`src/rtl/bl_pkg.sv`:
```
package bl_pkg;

    typedef enum logic [1:0] {
        CAUSE_NONE   = 2'b00,
        CAUSE_BOUNDS = 2'b01,
        CAUSE_PRIV   = 2'b10
    } cause_e;

    typedef struct packed {
        logic   pass;
        logic   trap;
        cause_e cause;
    } verdict_t;

    localparam logic SEL_BASE  = 1'b0;
    localparam logic SEL_LIMIT = 1'b1;

    function automatic verdict_t judge(input logic valid, input logic priv_fault,
                                       input logic bounds_fault);
        verdict_t v;
        v.trap  = priv_fault | bounds_fault;
        v.pass  = valid & ~v.trap;
        if (priv_fault)
            v.cause = CAUSE_PRIV;
        else if (bounds_fault)
            v.cause = CAUSE_BOUNDS;
        else
            v.cause = CAUSE_NONE;
        return v;
    endfunction

endpackage

```
`src/rtl/bl_regs.sv`:
```
module bl_regs #(
    parameter int AW = 32
) (
    input  logic          clk,
    input  logic          rst,
    input  logic          cfg_we,
    input  logic          cfg_sel,
    input  logic          cfg_kernel,
    input  logic [AW-1:0] cfg_data,
    output logic [AW-1:0] base_q,
    output logic [AW-1:0] limit_q,
    output logic          priv_fault
);
    import bl_pkg::*;

    logic wr_ok;

    always_comb begin
        wr_ok      = cfg_we & cfg_kernel;
        priv_fault = cfg_we & ~cfg_kernel;
    end

    always_ff @(posedge clk) begin
        if (rst) begin
            base_q  <= '0;
            limit_q <= '0;
        end else if (wr_ok) begin
            if (cfg_sel == SEL_BASE)
                base_q <= cfg_data;
            else
                limit_q <= cfg_data;
        end
    end

endmodule

```
`src/rtl/bl_xlate.sv`:
```
module bl_xlate #(
    parameter int AW       = 32,
    parameter bit RELOCATE = 1'b1
) (
    input  logic          req_kernel,
    input  logic [AW-1:0] req_addr,
    input  logic [AW-1:0] base,
    input  logic [AW-1:0] limit,
    output logic [AW-1:0] phys,
    output logic          in_range
);
    localparam int WW = AW + 1;

    logic [WW-1:0] win_end;
    logic [WW-1:0] cand;
    logic [WW-1:0] base_w;
    logic          fits;

    always_comb begin
        base_w  = {1'b0, base};
        win_end = base_w + {1'b0, limit};
    end

    generate
        if (RELOCATE) begin : g_reloc
            always_comb begin
                cand = {1'b0, req_addr} + base_w;
                fits = ~cand[AW];
            end
        end else begin : g_flat
            always_comb begin
                cand = {1'b0, req_addr};
                fits = 1'b1;
            end
        end
    endgenerate

    always_comb begin
        in_range = fits && (cand >= base_w) && (cand < win_end);
        phys     = req_kernel ? req_addr : cand[AW-1:0];
    end

endmodule

```
`src/rtl/bl_outreg.sv`:
```
module bl_outreg #(
    parameter int AW = 32
) (
    input  logic             clk,
    input  logic             rst,
    input  bl_pkg::verdict_t verdict,
    input  logic [AW-1:0]    phys,
    output logic             out_valid,
    output logic [AW-1:0]    out_addr,
    output logic             trap,
    output logic [1:0]       trap_cause
);
    always_ff @(posedge clk) begin
        if (rst) begin
            out_valid  <= 1'b0;
            out_addr   <= '0;
            trap       <= 1'b0;
            trap_cause <= 2'b00;
        end else begin
            out_valid  <= verdict.pass;
            out_addr   <= verdict.pass ? phys : '0;
            trap       <= verdict.trap;
            trap_cause <= verdict.cause;
        end
    end

endmodule

```
`src/rtl/bl_guard.sv`:
```
module bl_guard #(
    parameter int AW       = 32,
    parameter bit RELOCATE = 1'b1
) (
    input  logic          clk,
    input  logic          rst,
    input  logic          cfg_we,
    input  logic          cfg_sel,
    input  logic          cfg_kernel,
    input  logic [AW-1:0] cfg_data,
    input  logic          req_valid,
    input  logic          req_kernel,
    input  logic [AW-1:0] req_addr,
    output logic          out_valid,
    output logic [AW-1:0] out_addr,
    output logic          trap,
    output logic [1:0]    trap_cause
);
    import bl_pkg::*;

    logic [AW-1:0] base_q;
    logic [AW-1:0] limit_q;
    logic          priv_fault;
    logic [AW-1:0] phys;
    logic          in_range;
    logic          bounds_fault;
    verdict_t      verdict;

    bl_regs #(.AW(AW)) u_regs (
        .clk        (clk),
        .rst        (rst),
        .cfg_we     (cfg_we),
        .cfg_sel    (cfg_sel),
        .cfg_kernel (cfg_kernel),
        .cfg_data   (cfg_data),
        .base_q     (base_q),
        .limit_q    (limit_q),
        .priv_fault (priv_fault)
    );

    bl_xlate #(.AW(AW), .RELOCATE(RELOCATE)) u_xlate (
        .req_kernel (req_kernel),
        .req_addr   (req_addr),
        .base       (base_q),
        .limit      (limit_q),
        .phys       (phys),
        .in_range   (in_range)
    );

    always_comb begin
        bounds_fault = req_valid & ~req_kernel & ~in_range;
        verdict      = judge(req_valid, priv_fault, bounds_fault);
    end

    bl_outreg #(.AW(AW)) u_out (
        .clk        (clk),
        .rst        (rst),
        .verdict    (verdict),
        .phys       (phys),
        .out_valid  (out_valid),
        .out_addr   (out_addr),
        .trap       (trap),
        .trap_cause (trap_cause)
    );

endmodule

```
`config.mk`:
```
export PLATFORM = sky130hd
export DESIGN_NAME = bl_guard
export DESIGN_NICKNAME = d
export VERILOG_FILES = /design/src/rtl/bl_pkg.sv /design/src/rtl/bl_regs.sv /design/src/rtl/bl_xlate.sv /design/src/rtl/bl_outreg.sv /design/src/rtl/bl_guard.sv
export SDC_FILE = /design/constraint.sdc
export NUM_CORES = 1
export LEC_CHECK = 0
export BUFFER_PORTS_ARGS = -buffer_cell sky130_fd_sc_hd__buf_2
export CAP_MARGIN = 40
export CORE_MARGIN = 5
export CORE_UTILIZATION = 59
export DETAILED_ROUTE_END_ITERATION = 12
export PLACE_DENSITY = 0.81
export SYNTH_ARGS = -nofsm -noshare
export SYNTH_HDL_FRONTEND = slang
export SYNTH_HIERARCHICAL = 1
export SYNTH_SLANG_ARGS = --single-unit
```
`constraint.sdc`:
```
create_clock -name clk -period 12.22 [get_ports clk]
set_clock_uncertainty 0.2 [all_clocks]
set_input_delay 0.611 -clock clk [delete_from_list [all_inputs] [get_ports clk]]
set_output_delay 0.611 -clock clk [all_outputs]
set_load 0.03 [all_outputs]
```
==> run summary, run 1 <==
outcome: finished, final reports clean
DP Area: 9520 um^2
post-placement cell count: 1270
crit-path cells: ha_1 -> a211oi_1 -> nor4_1 -> o2111ai_1 -> o221ai_1 -> o41ai_2 -> o2111ai_1 -> a221o_1 -> a21oi_1 -> xor2_1 -> ha_1 -> a21o_1 -> a211o_1 -> a2111o_1 -> a2111oi_0 -> and2_1 -> nor2_1 -> nor2_2 -> buf_8 -> and3b_1
Seq. cell area: 2000 um^2
CTS Sinks: 100
final setup fails: 0
grt total ovfl: 0
all-layer global routing usage: 0.250
MaxCap Viol Count: 0
post-synthesis cell count: 1003
Layout fillers: 1214
Setup WS post-layout: 6.06 ns
Die X: 133 um
post-synthesis sequential area ratio: 0.226
initial DRC count: 580
first-pass GRT wire length: 36500 um
largest net degree at the start of global routing: 71
top cells by area, synth: dfxtp_1 (23%), ha_1 (18%), nand2b_1 (7.8%)
Synth Area per Inst: 8.83 um^2
worst path required time: 12.33 ns
Cell Area, Synth: 8860 um^2
area of the multi-input gates: 6480 um^2
antenna violations before repair: 0
CP endpoint kind: flop
Clk Latency, worst-skew pair: 0.37 ns
worst stage delay on the critical path: 0.58 ns
Layout area overhead: 10.7%
biggest area consumer among synthesized cells: dfxtp_1
DRT antenna net count: 0
layout cells sized above 1: 0.154
Core Util, Final: 0.670
routed vias/inst: 5.88
Post-CTS Hold Buffers: 0
Post-Place Setup Slack: 5.86 ns
class of the most critical setup path: reg2reg
final std cells w/o fill: 1286
Pre-Repair DR Iteration Count: 5
die height: 133 um
FMAX: 162 MHz
IO buf count: 106
worst path arrival time: 6.27 ns
worst ir drop on vdd: 0.0795 mV
via count: 7564
setup_tns: 0 ns
Tcrit/Tclk final: 0.504
CP max-delay cell: nor2_2
Post-synth EDFFs: 0
top cell type's share of synthesized area: 0.226
Root Buffer: clkbuf_16
worst slew pin tran: 0.701 ns
top-count cell post-synth: ha_1
Gate power share: 0.297
clk buf depth: 2
Rel. slew slack: 0.532
Initial Util: 0.605
max-slew violations: 0
Hold Path Class: reg2reg
asr flop ratio synth: 0
Synth Register Bits: 100
RSZ-0062 raised after global routing: false
Clock Power Share: 0.314
Clock H-tree levels: 3
TritonCTS clock tree: built
ys flop type: dfxtp_1
Power Internal: 596 uW
Reg clk slew, reported paths: 0.07 ns
vias in the first global route: 7313
# rows: 44
setup bufs post-CTS: 0
top-level I/O count: 107
GP Congestion: 1.01
synth warn: 6
sw frac: 0.333
core box area: 14600 um^2
Min Hold Slack: 0.287 ns
pwr dens: 91.1 nW/um^2
die area: 17600 um^2
TritonCTS Buffers: 9
Mapped Nets: 1203
# DRC: 0
WL/cell: 17.1 um
crit-path max FO: 17
fin area: 9810 um^2
Final min period: 6.16 ns
Final HPWL DP: 17400 um
Seq pwr share: 0.389
synth cell count leaders: ha_1 (127), nand2b_1 (111), dfxtp_1 (100)
crit start category: flop
Resized cells post-CTS: 0
Hold Fails Final Rpt: 0
ant diodes: 0
DRT Wirelength: 22100 um
P_sw: 298 uW
Synth cell types: 66
Lkg Pwr: 4.94 nW
Nets: 1297
total power: 894 uW
-- worst paths after layout --
| check | cells past startpoint | slack [ns] | end | start |
|---|---|---|---|---|
| max | 20 | 6.06 | u_out/out_addr[6]$_SDFF_PP0_ | u_regs/base_q[1]$_SDFFE_PP0P_ |
| min | 2 | 0.29 | u_regs/limit_q[26]$_SDFFE_PP0P_ | u_regs/limit_q[26]$_SDFFE_PP0P_ |
| max reg2reg | 20 | 6.06 | u_out/out_addr[6]$_SDFF_PP0_ | u_regs/base_q[1]$_SDFFE_PP0P_ |
| min reg2reg | 2 | 0.29 | u_regs/limit_q[26]$_SDFFE_PP0P_ | u_regs/limit_q[26]$_SDFFE_PP0P_ |
-- critical path: cells and delay by family, from the launching register on --
kind	cells	cell delay (ns)
AOI/OAI and AO/OA	11	3.15
and+or+nand+nor	5	1.21
adders and majority gates	2	0.58
DFF	1	0.50
buffers and inverters	1	0.24
xor gates and xnor gates	1	0.20
-- cell families after synthesis --
family	share of synthesized area
AO/OA/AOI/OAI	0.185
AND/OR/NAND/NOR	0.210
flip-flops	0.226
XOR/XNOR	0.0544
multiplexers	0.0976
adder cells (fa/ha/maj)	0.184
buffers and inverters	0.0428
-- area by class of cell --
| type | count | share of cell area |
|---|---|---|
| Timing Repair Buffer | 112 | 0.0635 |
| Clock buffer | 9 | 0.0230 |
| Tap cell | 184 | 0.0235 |
| Clock inverter | 7 | 0.00612 |
| Sequential cell | 100 | 0.204 |
| Inverter | 49 | 0.0188 |
| Multi-Input combinational cell | 825 | 0.661 |
-- power by group through the flow --
stage / registers, mW / clock network, mW / logic [mW]
after floorplan: 0.364 / 0 / 0.180
after global placement: 0.355 / 0 / 0.250
after detailed placement: 0.355 / 0 / 0.258
after CTS: 0.348 / 0.287 / 0.261
after global routing: 0.349 / 0.300 / 0.294
final: 0.348 / 0.281 / 0.265
-- state kept, by name, summed over array words and instances (netlist names) --
register          count
u_out/out_valid       1
u_out/out_addr       32
u_out/trap_cause      2
u_out/trap            1
u_regs/limit_q       32
u_regs/base_q        32
-- layout by cell type, fill, tap and decap left out, drive strengths merged, types with 4 or more instances in the layout --
cell      n
dfxtp   100
and3      8
and3b    33
xnor2    32
inv      52
o21ai    32
o31ai     5
ha      127
xor2     23
o41ai     4
nand3    15
a211oi   11
mux2     19
a21o     61
o21a     13
and2      4
nand4    12
o211ai    4
clkbuf    9
a21oi    64
nand2    62
o21bai    8
buf     112
mux2i    65
nor3     11
nor2b    15
nor2     31
a31oi     8
nand2b  112
-- per-layer routing --
| metal | global-route usage | share of wire |
|---|---|---|
| met4 | 0.0647 | 0.018 |
| met5 | 0 | 0 |
| met2 | 0.416 | 0.47 |
| met3 | 0.0456 | 0.052 |
| met1 | 0.334 | 0.46 |
Power figures use the tool's default switching activity.
==> inputs of run 2 (changes only) <==
Settings changed: CORE_UTILIZATION 59 to 54, PLACE_DENSITY 0.81 to 0.78.
Clock period 12.22 ns to 5.45 ns, I/O delays scaled along.
==> run 2 against run 1 <==
  * The flow now finishes with violations (hold timing)
  * Core utilization down 0.49 points
  * Cell area up 8.5%
  * Clock-buffer cell count up 1
  * Non-clock buffer count up 40
  * Critical path depth up 1
  * Sequential power up 120%
  * Sequential share of layout area down 1.4 points
  * First-iteration DRC count down 31%
  * Routed wire length up 7.6%
  * Global-route usage down 1.8 points
  * Flip-flop and latch count unchanged
  * Worst hold slack worse by 0.29 ns
  * Highest routed layer unchanged
==> run summary, run 2 (synthesized netlist as in run 1, its figures left out) <==
outcome: finished, violations left (was finished, final reports clean)
failing checks: hold timing
all-layer global routing usage: 0.231 (was 0.250)
M1 WL: 10600 um (was 10200 um)
worst path required time: 5.55 ns (was 12.33 ns)
TritonCTS Buffers: 9 (unchanged)
Root Buffer: clkbuf_16 (unchanged)
commonest cells after routing, fill and taps aside: ha_1 (114), nand2b_1 (110), buf_2 (106), dfxtp_1 (88), mux2i_1 (65) (was ha_1 (127), nand2b_1 (111), buf_2 (106), dfxtp_1 (100), mux2i_1 (65))
Clk Latency, worst-skew pair: 0.37 ns (about the same)
MaxCap Viol Count: 0 (unchanged)
grt total ovfl: 0 (unchanged)
first-pass GRT wire length: 37200 um (was 36500 um)
DR WL met3: 1360 um (was 1140 um)
Die X: 138 um (was 133 um)
crit-path max FO: 6 (was 17)
CP max-delay cell: a221o_1 (was nor2_2)
HP Start: cfg_data[0] (was u_regs/limit_q[26]$_SDFFE_PP0P_)
FF-to-FF End: u_out/out_addr[11]$_SDFF_PP0_ (was u_out/out_addr[6]$_SDFF_PP0_)
max-slew violations: 0 (unchanged)
Top delay family on crit path: compound AO/OA/AOI/OAI gates (unchanged)
FF-to-FF path depth: 21 (was 20)
final setup fails: 0 (unchanged)
DRT Wirelength: 23700 um (was 22100 um)
# DRC: 0 (unchanged)
crit-path cells: ha_4 -> a211oi_4 -> nor2_2 -> o41ai_4 -> o221ai_2 -> o41ai_2 -> buf_4 -> o2111ai_4 -> a221o_1 -> a21oi_2 -> xor2_1 -> ha_1 -> a21o_1 -> a211o_1 -> a2111o_1 -> a2111oi_4 -> and2_4 -> nor2_2 -> nor2_4 -> buf_6 -> and3b_1 (was ha_1 -> a211oi_1 -> nor4_1 -> o2111ai_1 -> o221ai_1 -> o41ai_2 -> o2111ai_1 -> a221o_1 -> a21oi_1 -> xor2_1 -> ha_1 -> a21o_1 -> a211o_1 -> a2111o_1 -> a2111oi_0 -> and2_1 -> nor2_1 -> nor2_2 -> buf_8 -> and3b_1)
worst path buffer plus inverter count: 2 (was 1)
worst path arrival time: 5.38 ns (was 6.27 ns)
die area: 19100 um^2 (was 17600 um^2)
Post-Place Setup Slack: -0.207 ns (was 5.86 ns)
Pre-Repair DR Iteration Count: 5 (unchanged)
Nets: 1337 (was 1297)
vias in the first global route: 7623 (was 7313)
top-level I/O count: 107 (unchanged)
Core Util, Final: 0.665 (was 0.670)
clk buf depth: 2 (unchanged)
class of the most critical setup path: reg2reg (unchanged)
Layout fillers: 1331 (was 1214)
CP most frequent cell: nor2_2
WL met2: 11100 um (was 10300 um)
Setup WS post-layout: 0.168 ns (was 6.06 ns)
Rel. slew slack: 0.511 (was 0.532)
Min Hold Slack: -0.00207 ns (was 0.287 ns)
Reg clk slew, reported paths: 0.07 ns (about the same)
via count: 7866 (was 7564)
CTS Sinks: 100 (unchanged)
Lkg Pwr: 5.18 nW (was 4.94 nW)
# rows: 46 (was 44)
Initial Util: 0.554 (was 0.605)
crit start category: flop (unchanged)
r2r setup slk: 0.17 ns (was 6.06 ns)
hold path endpoint: u_regs/base_q[0]$_SDFFE_PP0P_ (was u_regs/limit_q[26]$_SDFFE_PP0P_)
layout cells sized above 1: 0.225 (was 0.154)
worst slew pin tran: 0.733 ns (was 0.701 ns)
routed vias/inst: 5.79 (was 5.88)
Tcrit/Tclk final: 0.969 (was 0.504)
leading cell type in the layout, fill and taps excluded: ha_1 (unchanged)
worst stage delay on the critical path: 0.38 ns (was 0.58 ns)
DRT antenna net count: 0 (unchanged)
hold path depth: 3 (was 2)
antenna violations before repair: 0 (unchanged)
core box area: 16000 um^2 (was 14600 um^2)
Hold Path Class: in2reg (was reg2reg)
Layout area overhead: 20.1% (was 10.7%)
reg-to-reg critical path startpoint: u_regs/base_q[6]$_SDFFE_PP0P_ (was u_regs/base_q[1]$_SDFFE_PP0P_)
DP Area: 9710 um^2 (was 9520 um^2)
Clock H-tree levels: 3 (unchanged)
worst ir drop on vdd: 0.175 mV (was 0.0795 mV)
IO buf count: 106 (unchanged)
GP Congestion: 0.901 (was 1.01)
Critical Path Stages: 21 (was 20)
TritonCTS clock tree: built (unchanged)
largest net degree at the start of global routing: 70 (was 71)
Hold Fails Final Rpt: 1 (was 0)
initial DRC count: 402 (was 580)
biggest regs: u_out/out_addr: 32 flops, u_regs/base_q: 32 flops, u_regs/limit_q: 32 flops (unchanged)
die height: 138 um (was 133 um)
Final HPWL DP: 17800 um (was 17400 um)
ant diodes: 0 (unchanged)
pwr dens: 207 nW/um^2 (was 91.1 nW/um^2)
FMAX: 189 MHz (was 162 MHz)
WL/cell: 17.5 um (was 17.1 um)
Top Layer Used: met4 (unchanged)
CP endpoint kind: flop (unchanged)
Final min period: 5.28 ns (was 6.16 ns)
fin area: 10600 um^2 (was 9810 um^2)
[run 2: cell types whose count changed in the layout (fill, tap and decap cells not counted), sizes merged]
cell and delta:
dlygate4sd3 +13, clkbuf +1, bufinv +3, clkinvlp -2, buf +27, clkinv +1
inv -3
[run 2: cell type report]
| type | instances | area (um^2) | area share |
|---|---|---|---|
| flip-flops and latches | 100 | 2020 | 0.190 |
| repair buffers | 152 | 972 | 0.0914 |
| multi-input cells | 825 | 6840 | 0.643 |
| inverters | 49 | 184 | 0.0173 |
| clock buffers | 10 | 239 | 0.0225 |
| clock inverters | 6 | 111 | 0.0105 |
| well taps | 216 | 270 | 0.0254 |
[run 2: worst min-delay path: stages]
cell and delay [ns]:
buf_2 0.09, nand2b_1 0.08, mux2i_1 0.07
[run 2: worst max path at each step]
stage	slack, ns	endpoint	startpoint
floorplan	0.41	u_out/out_addr[31]$_SDFF_PP0_	u_regs/base_q[0]$_SDFFE_PP0P_
global placement	-0.04	u_out/out_addr[31]$_SDFF_PP0_	u_regs/base_q[0]$_SDFFE_PP0P_
detailed placement	-0.21	u_out/out_addr[9]$_SDFF_PP0_	u_regs/base_q[0]$_SDFFE_PP0P_
CTS	0.01	u_out/out_addr[11]$_SDFF_PP0_	u_regs/base_q[2]$_SDFFE_PP0P_
global route	-0.01	u_out/out_addr[11]$_SDFF_PP0_	u_regs/base_q[0]$_SDFFE_PP0P_
finish	0.17	u_out/out_addr[11]$_SDFF_PP0_	u_regs/base_q[6]$_SDFFE_PP0P_
[run 2: layer usage]
metal / up-vias / GRT usage
li1: 3881 / -
met1: 3656 / 0.301
met2: 273 / 0.384
met3: 56 / 0.0397
met4: 0 / 0.0894
met5: - / 0
[run 2: where the power goes]
group	leakage, nW	internal [mW]	switching (mW)	total, mW
registers	0.820	0.759	0.0210	0.780
logic	4.19	0.301	0.359	0.660
clock network	0.169	0.461	0.296	0.758
[run 2: what timing repair did]
action | 4_1_cts | 5_1_grt
buffers inserted | 0 | 7
hold endpoints to repair | 23 | 0
hold buffers | 13 | 0
pin swaps | 1 | 30
resized for setup | 9 | 77
endpoints found under the setup margin | 34 | 34
cloned | 0 | 1
[run 2: per-stage QoR]
stage	instances	power [mW]	TNS (ns)	hold WS, ns
3_5_place_dp	1321	1.39	-6.06	0.272
6_report	1358	2.20	0	-0.00207
2_1_floorplan	1003	1.22	0	0.248
4_1_cts	1350	2.16	0	0.000124
5_1_grt	1358	2.30	-0.0111	0.0205
3_3_place_gp	1318	1.37	-0.646	0.266
==> inputs of run 3 (changes only) <==
--- a/config.mk
+++ b/config.mk
@@ -7,5 +7,5 @@
 export LEC_CHECK = 0
 export BUFFER_PORTS_ARGS = -buffer_cell sky130_fd_sc_hd__buf_2
-export CAP_MARGIN = 40
+export CAP_MARGIN = 20
 export CORE_MARGIN = 5
 export CORE_UTILIZATION = 54
==> constraint.sdc (replaced) <==
create_clock -name clk -period 5.45 [get_ports clk]
set_clock_uncertainty 0.2 [all_clocks]
set_input_delay 1.09 -clock clk [delete_from_list [all_inputs] [get_ports clk]]
set_output_delay 1.09 -clock clk [all_outputs]
set_load 0.03 [all_outputs]
==> run 3 against run 2 <==
  * Non-clock buffer count up 136
  * Global-route usage up 3.6 points
  * Largest power group is now combinational cells
  * Sequential share of layout area down 2.0 points
  * Critical path type is now in2reg
  * The run ends with setup timing left
  * Cell area grew 10%
==> run summary, run 3 (synthesized netlist as in run 1, its figures left out) <==
outcome: finished, violations left (unchanged)
clk buf depth: 2 (unchanged)
Min Hold Slack: 0.286 ns (was -0.00207 ns)
Pre-Repair DR Iteration Count: 5 (unchanged)
initial DRC count: 806 (was 402)
vias in the first global route: 8658 (was 7623)
crit start category: primary input (was flop)
Die X: 138 um (unchanged)
worst path arrival time: 5.80 ns (was 5.38 ns)
WL/cell: 18.9 um (was 17.5 um)
layout cells sized above 1: 0.315 (was 0.225)
TritonCTS clock tree: built (unchanged)
worst slew pin tran: 1.08 ns (was 0.733 ns)
class of the most critical setup path: in2reg (was reg2reg)
core box area: 16000 um^2 (unchanged)
IO buf count: 106 (unchanged)
pwr dens: 195 nW/um^2 (was 207 nW/um^2)
RSZ-0062 raised after global routing: true
worst path required time: 5.55 ns (about the same)
Clk Latency, worst-skew pair: 0.36 ns (was 0.37 ns)
top-level I/O count: 107 (unchanged)
MaxCap Viol Count: 0 (unchanged)
# DRC: 0 (unchanged)
die height: 138 um (unchanged)
grt met2 use: 0.444 (was 0.384)
largest net degree at the start of global routing: 76 (was 70)
Layout area overhead: 32.4% (was 20.1%)
DRT Wirelength: 28300 um (was 23700 um)
final std cells w/o fill: 1494 (was 1358)
Post-Place Setup Slack: -1.03 ns (was -0.207 ns)
TritonCTS Buffers: 9 (unchanged)
Root Buffer: clkbuf_16 (unchanged)
Final HPWL DP: 19300 um (was 17800 um)
final setup fails: 34 (was 0)
Rel. slew slack: 0.282 (was 0.511)
Nets: 1473 (was 1337)
commonest cells after routing, fill and taps aside: buf_4 (167), ha_1 (118), nand2b_1 (110), buf_2 (101), dfxtp_1 (100) (was ha_1 (114), nand2b_1 (110), buf_2 (106), dfxtp_1 (88), mux2i_1 (65))
worst ir drop on vdd: 0.163 mV (was 0.175 mV)
first-pass GRT wire length: 42900 um (was 37200 um)
antenna violations before repair: 0 (unchanged)
# rows: 46 (unchanged)
FMAX: 175 MHz (was 189 MHz)
die area: 19100 um^2 (unchanged)
biggest regs: u_out/out_addr: 32 flops, u_regs/base_q: 32 flops, u_regs/limit_q: 32 flops (unchanged)
met3 Use GR: 0.0503 (was 0.0397)
ant diodes: 0 (unchanged)
crit-path max FO: 4 (was 6)
Post-CTS Hold Buffers: 0 (was 13)
Setup WS post-layout: -0.255 ns (was 0.168 ns)
post-placement cell count: 1455 (was 1321)
Initial Util: 0.554 (unchanged)
Lkg Pwr: 5.95 nW (was 5.18 nW)
failing checks: setup timing (was hold timing)
Clock H-tree levels: 3 (unchanged)
global routing usage on met1: 0.344 (was 0.301)
Tcrit/Tclk final: 1.05 (was 0.969)
Final min period: 5.70 ns (was 5.28 ns)
CTS Sinks: 100 (unchanged)
Hold Fails Final Rpt: 0 (was 1)
max-slew violations: 0 (unchanged)
GP Congestion: 0.978 (was 0.901)
CP endpoint kind: flop (unchanged)
Hold Path Class: reg2reg (was in2reg)
all-layer global routing usage: 0.267 (was 0.231)
busiest grt layer: met2 (unchanged)
leading cell type in the layout, fill and taps excluded: buf_4 (was ha_1)
Reg clk slew, reported paths: 0.07 ns (about the same)
routed vias/inst: 5.94 (was 5.79)
grt total ovfl: 0 (unchanged)
DRT antenna net count: 0 (unchanged)
via count: 8876 (was 7866)
run 3: per-stage QoR:
stage	util	cell area (um^2)	TNS [ns]	power, mW
2_1_floorplan	-	8890	0	1.22
6_report	0.733	11700	-6.55	2.29
3_5_place_dp	0.669	10700	-34.89	1.49
3_3_place_gp	0.668	10700	-27.91	1.47
5_1_grt	0.733	11700	-8.96	2.39
4_1_cts	0.714	11400	-1.58	2.22
run 3: routing by layer:
metal,wire length [um],up-vias
li1,-,4154
met1,11700,4111
met2,12600,457
met3,2240,154
met4,1650,0
met5,0,-
run 3: critical path, stage by stage:
cell and delay, ns:
buf_8 0.10, ha_4 0.23, a21o_1 0.16, a21o_1 0.18
a2111o_1 0.45, a21oi_4 0.18, o31ai_4 0.10, buf_4 0.17
a21oi_1 0.14, xnor2_1 0.17, ha_1 0.30, a21oi_2 0.19
nor2b_1 0.08, o21ai_1 0.18, nand2b_1 0.12, a21oi_1 0.20
nor3b_1 0.09, a2111o_1 0.43, a2111oi_4 0.32, and2_4 0.22
nor2_4 0.05, nor2_4 0.15, buf_12 0.14, buf_12 0.11
buf_16 0.10, and3b_1 0.14
run 3: layout make-up:
| type | count | area (um^2) |
|---|---|---|
| clock buffer | 9 | 225 |
| inverter | 49 | 184 |
| sequential | 100 | 2000 |
| tap | 216 | 270 |
| multi-input combinational | 825 | 6920 |
| clock inverter | 7 | 76.3 |
| fill | 1123 | 4270 |
| timing repair buffer | 288 | 2060 |
run 3: report_power, final:
group	internal, mW	switching [mW]	total, mW	leakage, nW
logic	0.417	0.439	0.855	4.99
clock network	0.358	0.300	0.659	0.142
registers	0.759	0.0160	0.775	0.813
run 3: repair_timing:
item,4_1_cts,5_1_grt
resized for setup,49,50
setup buffers,13,9
setup endpoints to repair,35,35
pin swaps,31,46
cloned,4,0
run 3: worst paths after layout:
path | from | slack (ns) | cells after the start | to
hold / removal | u_regs/limit_q[25]$_SDFFE_PP0P_ | 0.29 | 2 | u_regs/limit_q[25]$_SDFFE_PP0P_
hold reg to reg | u_regs/limit_q[25]$_SDFFE_PP0P_ | 0.29 | 2 | u_regs/limit_q[25]$_SDFFE_PP0P_
setup / recovery | req_addr[7] | -0.25 | 26 | u_out/out_addr[18]$_SDFF_PP0_
setup reg to reg | u_regs/base_q[0]$_SDFFE_PP0P_ | -0.15 | 26 | u_out/out_addr[18]$_SDFF_PP0_
